**src/rtl/regwr_guard_pkg.sv**
```systemverilog
`timescale 1ns/1ps
package regwr_guard_pkg;
  // Group codes held in the address table; code g is guarded by guard bit g-1
  typedef enum logic [1:0] {
    GRP_NONE = 2'd0,
    GRP_CLK  = 2'd1,
    GRP_IRQ  = 2'd2,
    GRP_PORT = 2'd3
  } grp_e;

  localparam int GUARD_BITS = 3;
  localparam int DATA_W     = 8;
  // Writable bits of the guard control register (bits 6 and 3 fixed at zero)
  localparam logic [DATA_W-1:0] CTL_WMASK = 8'hB7;
endpackage

```
**src/rtl/regwr_guard_decode.sv**
```systemverilog
`timescale 1ns/1ps
module regwr_guard_decode
  import regwr_guard_pkg::*;
#(
  parameter int AW = 8,
  parameter int N  = 8,
  parameter logic [N*AW-1:0] TBL_ADDR = '0,
  parameter logic [N*2-1:0]  TBL_GRP  = '0
) (
  input  logic [AW-1:0]         addr,
  output logic [GUARD_BITS-1:0] grp_hit
);
  logic [N-1:0][GUARD_BITS-1:0] sel;

  for (genvar i = 0; i < N; i++) begin : g_entry
    logic match;
    assign match = (addr == TBL_ADDR[i*AW +: AW]);
    for (genvar g = 0; g < GUARD_BITS; g++) begin : g_grp
      assign sel[i][g] = match && (TBL_GRP[i*2 +: 2] == 2'(g + 1));
    end
  end

  always_comb begin
    grp_hit = '0;
    for (int i = 0; i < N; i++) grp_hit = grp_hit | sel[i];
  end
endmodule

```
**src/rtl/regwr_guard_ctl.sv**
```systemverilog
`timescale 1ns/1ps
module regwr_guard_ctl
  import regwr_guard_pkg::*;
(
  input  logic              clk,
  input  logic              rst_n,
  input  logic              wr_en,
  input  logic [DATA_W-1:0] wdata,
  output logic [DATA_W-1:0] ctl_q
);
  always_ff @(posedge clk or negedge rst_n) begin
    if (!rst_n)     ctl_q <= '0;
    else if (wr_en) ctl_q <= wdata & CTL_WMASK;
  end
endmodule

```
**src/rtl/regwr_guard.sv**
```systemverilog
`timescale 1ns/1ps
module regwr_guard
  import regwr_guard_pkg::*;
#(
  parameter int AW = 8,
  parameter int N  = 8,
  parameter logic [AW-1:0]   CTL_ADDR = 8'h78,
  parameter logic [N*AW-1:0] TBL_ADDR =
    {8'h50, 8'h41, 8'h40, 8'h31, 8'h30, 8'h22, 8'h21, 8'h20},
  parameter logic [N*2-1:0]  TBL_GRP  =
    {GRP_CLK, GRP_CLK, GRP_CLK, GRP_IRQ, GRP_IRQ, GRP_PORT, GRP_PORT, GRP_PORT}
) (
  input  logic          clk,
  input  logic          rst_n,
  input  logic          bus_wr,
  input  logic          bus_rd,
  input  logic [AW-1:0] bus_addr,
  input  logic [7:0]    bus_wdata,
  output logic [7:0]    bus_rdata,
  output logic          reg_we,
  output logic          reg_re,
  output logic [AW-1:0] reg_addr,
  output logic [7:0]    reg_wdata,
  input  logic [7:0]    reg_rdata,
  output logic          wr_blocked
);
  logic                  is_ctl;
  logic [DATA_W-1:0]     ctl_q;
  logic [GUARD_BITS-1:0] grp_hit;
  logic                  guarded;
  logic                  blk_q;

  assign is_ctl = (bus_addr == CTL_ADDR);

  regwr_guard_ctl u_ctl (
    .clk   (clk),
    .rst_n (rst_n),
    .wr_en (bus_wr && is_ctl),
    .wdata (bus_wdata),
    .ctl_q (ctl_q)
  );

  regwr_guard_decode #(
    .AW(AW), .N(N), .TBL_ADDR(TBL_ADDR), .TBL_GRP(TBL_GRP)
  ) u_dec (
    .addr    (bus_addr),
    .grp_hit (grp_hit)
  );

  assign guarded   = |(grp_hit & ctl_q[GUARD_BITS-1:0]);
  assign reg_we    = bus_wr && !is_ctl && !guarded;
  assign reg_re    = bus_rd && !is_ctl;
  assign reg_addr  = bus_addr;
  assign reg_wdata = bus_wdata;
  assign bus_rdata = is_ctl ? ctl_q : reg_rdata;

  always_ff @(posedge clk or negedge rst_n) begin
    if (!rst_n) blk_q <= 1'b0;
    else        blk_q <= bus_wr && !is_ctl && guarded;
  end
  assign wr_blocked = blk_q;
endmodule

```
**config.mk**
```make
export PLATFORM = sky130hd
export DESIGN_NAME = regwr_guard
export DESIGN_NICKNAME = d
export VERILOG_FILES = /design/src/rtl/regwr_guard_pkg.sv /design/src/rtl/regwr_guard_decode.sv /design/src/rtl/regwr_guard_ctl.sv /design/src/rtl/regwr_guard.sv
export SDC_FILE = /design/constraint.sdc
export NUM_CORES = 1
export LEC_CHECK = 0
export BUFFER_PORTS_ARGS = -buffer_cell sky130_fd_sc_hd__clkbuf_2
export CAP_MARGIN = 20
export CORE_MARGIN = 2
export CORE_UTILIZATION = 33
export DETAILED_ROUTE_END_ITERATION = 8
export PLACE_DENSITY = 0.81
export RECOVER_POWER = 25
export SLEW_MARGIN = 5
export SYNTH_ARGS = -nofsm -noshare
export SYNTH_HDL_FRONTEND = slang
export SYNTH_SLANG_ARGS = --single-unit
```
**constraint.sdc**
```tcl
create_clock -name clk -period 1.4 [get_ports clk]
set_input_delay 0.07 -clock clk [delete_from_list [all_inputs] [get_ports clk]]
set_output_delay 0.07 -clock clk [all_outputs]
set_load 0.05 [all_outputs]
```
==> results of run 1 <==
==> flip-flops by register name, summed over array words and instances, names as in the netlist <==
| signal | cells |
|---|---|
| wr_blocked | 1 |
| u_ctl.ctl_q | 6 |
==> cells by family (layout without fill, tap and decap cells) <==
kind of cell    after synthesis  after routing  synth area share, %
simple gates                 14             14                 17.5
flops                         7              7                 28.7
buf+inv                      18             65                 22.2
mux                          13             13                 27.7
compound gates                3              3                 3.90
==> report_power, final <==
| group | internal, mW | leakage [nW] | switching, mW |
|---|---|---|---|
| Sequential | 0.211 | 0.0967 | 0.00484 |
| Combinational | 0.127 | 0.433 | 0.193 |
| Clock | 0.109 | 0.0150 | 0.0788 |
==> stage by stage <==
step	area (um^2)	TNS [ns]
floorplan	609	-0.865
global placement	832	-2.96
detailed placement	832	-3.29
CTS	995	-1.27
global route	1020	-1.62
finish	1020	-1.09
==> layer usage <==
| metal | vias up | share of wire (%) | GRT usage [%] |
|---|---|---|---|
| li1 | 279 | - | - |
| met3 | 5 | 8.7 | 5.77 |
| met2 | 36 | 54 | 31.8 |
| met5 | - | 0 | 0 |
| met4 | 0 | 0.99 | 5.00 |
| met1 | 276 | 36 | 14.1 |
==> timing repair <==
item                                   4_1_cts  5_1_grt
cloned                                       0        0
hold buffers                                 1        0
pin swaps                                    3        4
gates resized for setup                     29        8
setup endpoints to repair                   16       16
endpoints found under the hold margin        7        0
buffers inserted                             0        1
==> area by class of cell <==
| type | count | share of cell area, % |
|---|---|---|
| flip-flops and latches | 7 | 17.2 |
| clock buffers | 4 | 2.59 |
| inverters | 1 | 0.369 |
| multi-input cells | 30 | 33.3 |
| well taps | 25 | 3.08 |
| repair buffers | 60 | 43.5 |
==> layout by cell type, fill, tap and decap left out, drive strengths merged <==
cell type | netlist | final
or4b | 1 | 1
clkbuf | 0 | 46
and4bb | 1 | 1
mux2 | 13 | 13
nor2b | 3 | 3
or3 | 1 | 1
nor4b | 2 | 2
buf | 17 | 17
nor3 | 1 | 1
dfrtp | 7 | 7
a22oi | 1 | 1
nand2 | 1 | 1
dlygate4sd3 | 0 | 1
nor2 | 1 | 1
nor3b | 1 | 1
nand4b | 1 | 1
o221a | 1 | 1
a21oi | 1 | 1
inv | 1 | 1
nor4 | 1 | 1
==> worst paths after layout <==
check,endpoint,cells past startpoint
max,bus_rdata[1],6
min,u_ctl.ctl_q[7],2
max reg2reg,wr_blocked,3
min reg2reg,u_ctl.ctl_q[4],1
max in group asynchronous,u_ctl.ctl_q[2],2
min in group asynchronous,wr_blocked,2
==> reports/results.txt, run 1 <==
GRT Total Usage = 15.7%
CTS H-tree lvls = 1
IO buf count = 50
Starting Density = 35.3%
leakage power = 0.545 nW
Placement Rows = 15
clk_skew = 0.00522 ns
final wirelength = 1.61 mm
Root Buffer = clkbuf_4
WS Path Type = input port to output port
DR vias = 596
Slew headroom = 74.7%
Register Area = 175 um^2
WP buf/inv = 3
commonest cells in the netlist = buf_4 (16), dfrtp_1 (7), mux2_2 (7), mux2_4 (6), nor2b_1 (3)
Cells after Synth = 55
Routability Congestion = 0.752
clock sink count = 7
failing checks = setup timing
largest net degree at the start of global routing = 9
share of cells above drive strength 1 = 78.4%
synth-to-layout area growth = 66.7%
first-pass GRT wire length = 2.36 mm
outcome = finished, violations left
Seq/Total Area, Yosys = 28.7%
antenna cells = 0
DRC violations left = 0
Yosys cell types = 20
placed cell count = 121
number of synthesized flops with an enable pin = 0
Clock Path Buffers = 2
vias in the first global route = 552
CTS tree = done
min-delay src = bus_wdata[7]
unrepaired setup endpoints after global routing = yes
Critical Path Sink Type = output port
synth warn = 0
Multi-input gate area = 338 um^2
Most used DFF post-synth = dfrtp_1
post-synthesis area per instance = 11.1 um^2
Core ar. = 1730 um^2
Worst Setup SP = bus_addr[7]
Avg WL per Cell = 12.7 um
min Tclk post-route = 1.53 ns
die area = 2210 um^2
final worst slack = -0.126 ns
Detailed Place HPWL = 1.17 mm
top cell type's share of synthesized area = 28.7%
Mapped Area = 609 um^2
Worst setup SP type = input port
CTS buffer count = 3
CP Data Required Time = 1.33 ns
worst hold margin = 0.0590 ns
Final Hold Viols = 0
period utilisation layout = 109%
Post-Place Setup Slack = -0.310 ns
max-cap viol count = 0
final design utilization = 58.8%
DR pass1 iterations = 4
synth top area cells = dfrtp_1 (29%), buf_4 (20%), mux2_4 (15%)
Power Dens Cells = 712 nW/um^2
CP Data Arrival Time = 1.46 ns
CP max stage cell = or4b_4
Tightest Hold Check Type = input port to register
crit-path max FO = 8
Chip Width = 47.0 um
total grt overflow = 0
worst flop-to-flop path startpoint = u_ctl.ctl_q[0]
Slew @ Worst Pin = 0.379 ns
Fill cells = 161
initial antenna violation count = 0
final non-filler cell total = 127
CP peak stage delay = 0.56 ns
Nets = 131
antenna-violating nets left = 0
CP top delay family = simple AND/OR/NAND/NOR gates
Clock transition at path regs = 0.06 ns
ys async rst share = 100%
Max Transition Viols Final = 0
total power = 723 uW
worst reg2reg setup slack = 0.39 ns
Fmax = 0.655 GHz
# IOs = 55
die height = 47.0 um
Max IR drop VDD = 513 uV
final setup vio count = 13
worst-skew pair later-pin latency = 0.26 ns
Synth Register Bits = 7
Yosys top cell by area = dfrtp_1
DR iter-0 viols = 6
critical path cell sequence = buf_6 -> or4b_4 -> nor2_4 -> buf_12 -> mux2_4 -> buf_8
DR vias/cell = 4.69
syn nets = 83
cell with the most instances after synthesis = buf_4
(Power assumes the default switching activity.)
==> inputs of run 2 (changes only) <==
--- a/config.mk
+++ b/config.mk
@@ -5,12 +5,12 @@
 export SDC_FILE = /design/constraint.sdc
 export NUM_CORES = 1
 export LEC_CHECK = 0
-export BUFFER_PORTS_ARGS = -buffer_cell sky130_fd_sc_hd__clkbuf_2
 export CAP_MARGIN = 20
 export CORE_MARGIN = 2
-export CORE_UTILIZATION = 33
+export CORE_UTILIZATION = 35
 export DETAILED_ROUTE_END_ITERATION = 8
-export PLACE_DENSITY = 0.81
+export DONT_BUFFER_PORTS = 1
+export PLACE_DENSITY = 0.57
 export RECOVER_POWER = 25
 export SLEW_MARGIN = 5
 export SYNTH_ARGS = -nofsm -noshare
==> run 2 against run 1 <==
Net effect: via count is 32% lower; total power is 26% lower; sequential cell count stayed put; cell count is 41% lower; count of clock-buffer cells in the layout stayed put; critical path type is now register to output port; clock skew is 0.0048 ns lower; global-route usage is 4.5 points lower; the run still ends with setup timing left; core utilization is 16 points lower; final area is 29% lower; combinational power is 55% lower.
==> reports/results.txt, run 2 (synthesis gave the netlist of run 1 again) <==
outcome = finished, violations left
failing checks = setup timing
# IOs = 55
final wirelength = 1.20 mm
die height = 45.7 um
Slew @ Worst Pin = 0.456 ns
Hold Crit Depth = 0
DRC violations left = 0
Fmax = 0.684 GHz
Critical Path Sink Type = output port
total negative slack = -0.0612 ns
clock sink count = 7
Placement Rows = 15
CP peak stage delay = 0.39 ns
first-pass GRT wire length = 1.59 mm
period utilisation layout = 104%
DR pass1 iterations = 4
max FFs per register = 6
initial antenna violation count = 0
Slew headroom = 69.6%
sequential share of power = 40.1%
Detailed Place HPWL = 869 um
WP buf/inv = 0
Fill cells = 161
R2R depth = 4
DR vias = 408
Chip Width = 45.7 um
Levels on crit path = 3
unrepaired setup endpoints after global routing = yes
final design utilization = 42.6%
DR iter-0 viols = 2
sw frac = 28.7%
CTS H-tree lvls = 1
min Tclk post-route = 1.46 ns
sw power = 155 uW
clk_skew = 0.000450 ns
CTS buffer count = 3
cell internal pwr = 384 uW
Nets = 87
Avg WL per Cell = 16.0 um
leakage power = 0.330 nW
antenna-violating nets left = 0
vias in the first global route = 382
crit-path max FO = 3
critical path cell sequence = mux2_2 -> a22oi_2 -> o221a_4
final setup vio count = 1
Routability Congestion = 0.655
die area = 2090 um^2
Clock transition at path regs = 0.05 ns
total grt overflow = 0
antenna cells = 0
Core ar. = 1690 um^2
largest net degree at the start of global routing = 11
Max Transition Viols Final = 0
GRT Total Usage = 11.2%
share of cells above drive strength 1 = 50.0%
most common cell after layout, fill and taps aside = mux2_4
worst reg2reg setup slack = 0.24 ns
CP top delay family = compound AO/OA/AOI/OAI gates
max-cap viol count = 0
most frequent cells in the layout = mux2_4 (12), dlygate4sd3_1 (8), buf_4 (7), dfrtp_1 (7)
Starting Density = 36.1%
Power Dens Cells = 749 nW/um^2
IO buf count = 0
CP max stage cell = dfrtp_1
Worst setup SP type = register
Clk pwr share = 33.0%
Max IR drop VDD = 292 uV
Final Hold Viols = 0
Largest Register = u_ctl.ctl_q
Root Buffer = clkbuf_4
Clock Path Buffers = 2
CP Data Arrival Time = 1.39 ns
CTS tree = done
WS Path Type = register to output port
DR vias/cell = 5.44
worst-skew pair later-pin latency = 0.24 ns
final worst slack = -0.0612 ns
Tightest Hold Check Type = input port to output port
CP Data Required Time = 1.33 ns
synth-to-layout area growth = 18.1%
combinational share of power = 26.9%
==> run 2: cell count changes in the layout (fill, tap and decap cells not counted) <==
cell	before	now
clkbuf_8	3	0
clkbuf_2	38	0
o221a_4	0	1
nor4b_2	1	0
buf_8	7	0
buf_6	1	0
dlygate4sd3_1	1	8
nor4b_1	1	2
clkbuf_1	2	1
buf_4	8	7
o221a_2	1	0
==> run 2: final cells by class <==
cell class                 count  area (um^2)  area share, %
inverter                       1         3.75          0.522
clock buffer                   4         26.3           3.65
timing repair buffer          16          153           21.2
sequential                     7          175           24.3
multi-input combinational     30          340           47.3
tap                           17         21.3           2.96
==> run 2: routing by layer <==
| layer | track usage, % | wire (um) |
|---|---|---|
| met1 | 14.6 | 554 |
| met2 | 15.8 | 555 |
| met3 | 3.57 | 93 |
| met4 | 7.43 | 0 |
| met5 | 0 | 0 |
==> run 2: what timing repair did <==
item	4_1_cts	5_1_grt
endpoints found under the setup margin	7	7
endpoints found under the hold margin	14	0
gates cloned	0	0
gates resized for setup	8	1
hold buffers	8	0
buffers inserted	3	0
pin swaps	2	2
==> run 2: worst paths after layout <==
check | start | to
worst max-delay path | u_ctl.ctl_q[2] | reg_we
worst min-delay path | bus_wdata[3] | reg_wdata[3]
worst max register to register | u_ctl.ctl_q[0] | wr_blocked
worst min register to register | u_ctl.ctl_q[4] | u_ctl.ctl_q[4]
max in group asynchronous | rst_n | u_ctl.ctl_q[2]
min in group asynchronous | rst_n | u_ctl.ctl_q[5]
==> run 2: metrics by stage <==
| step | std cells | setup slack, ns | total power [mW] | cell area [um^2] | hold WS (ns) |
|---|---|---|---|---|---|
| after CTS | 75 | -0.0977 | 0.551 | 714 | 0.140 |
| after global placement | 60 | -0.175 | 0.328 | 549 | -0.225 |
| final | 75 | -0.0612 | 0.539 | 719 | 0.140 |
| after floorplan | 55 | -0.0804 | 0.437 | 609 | -0.226 |
| after detailed placement | 60 | -0.205 | 0.329 | 549 | -0.225 |
| after global routing | 75 | -0.126 | 0.569 | 719 | 0.140 |
==> run 2: power groups by stage <==
stage               Combinational (mW)  Sequential (mW)  Clock, mW
finish                           0.145            0.216      0.178
global route                     0.152            0.217      0.200
CTS                              0.145            0.216      0.189
detailed placement               0.108            0.220          0
global placement                 0.108            0.220          0
floorplan                        0.219            0.218          0
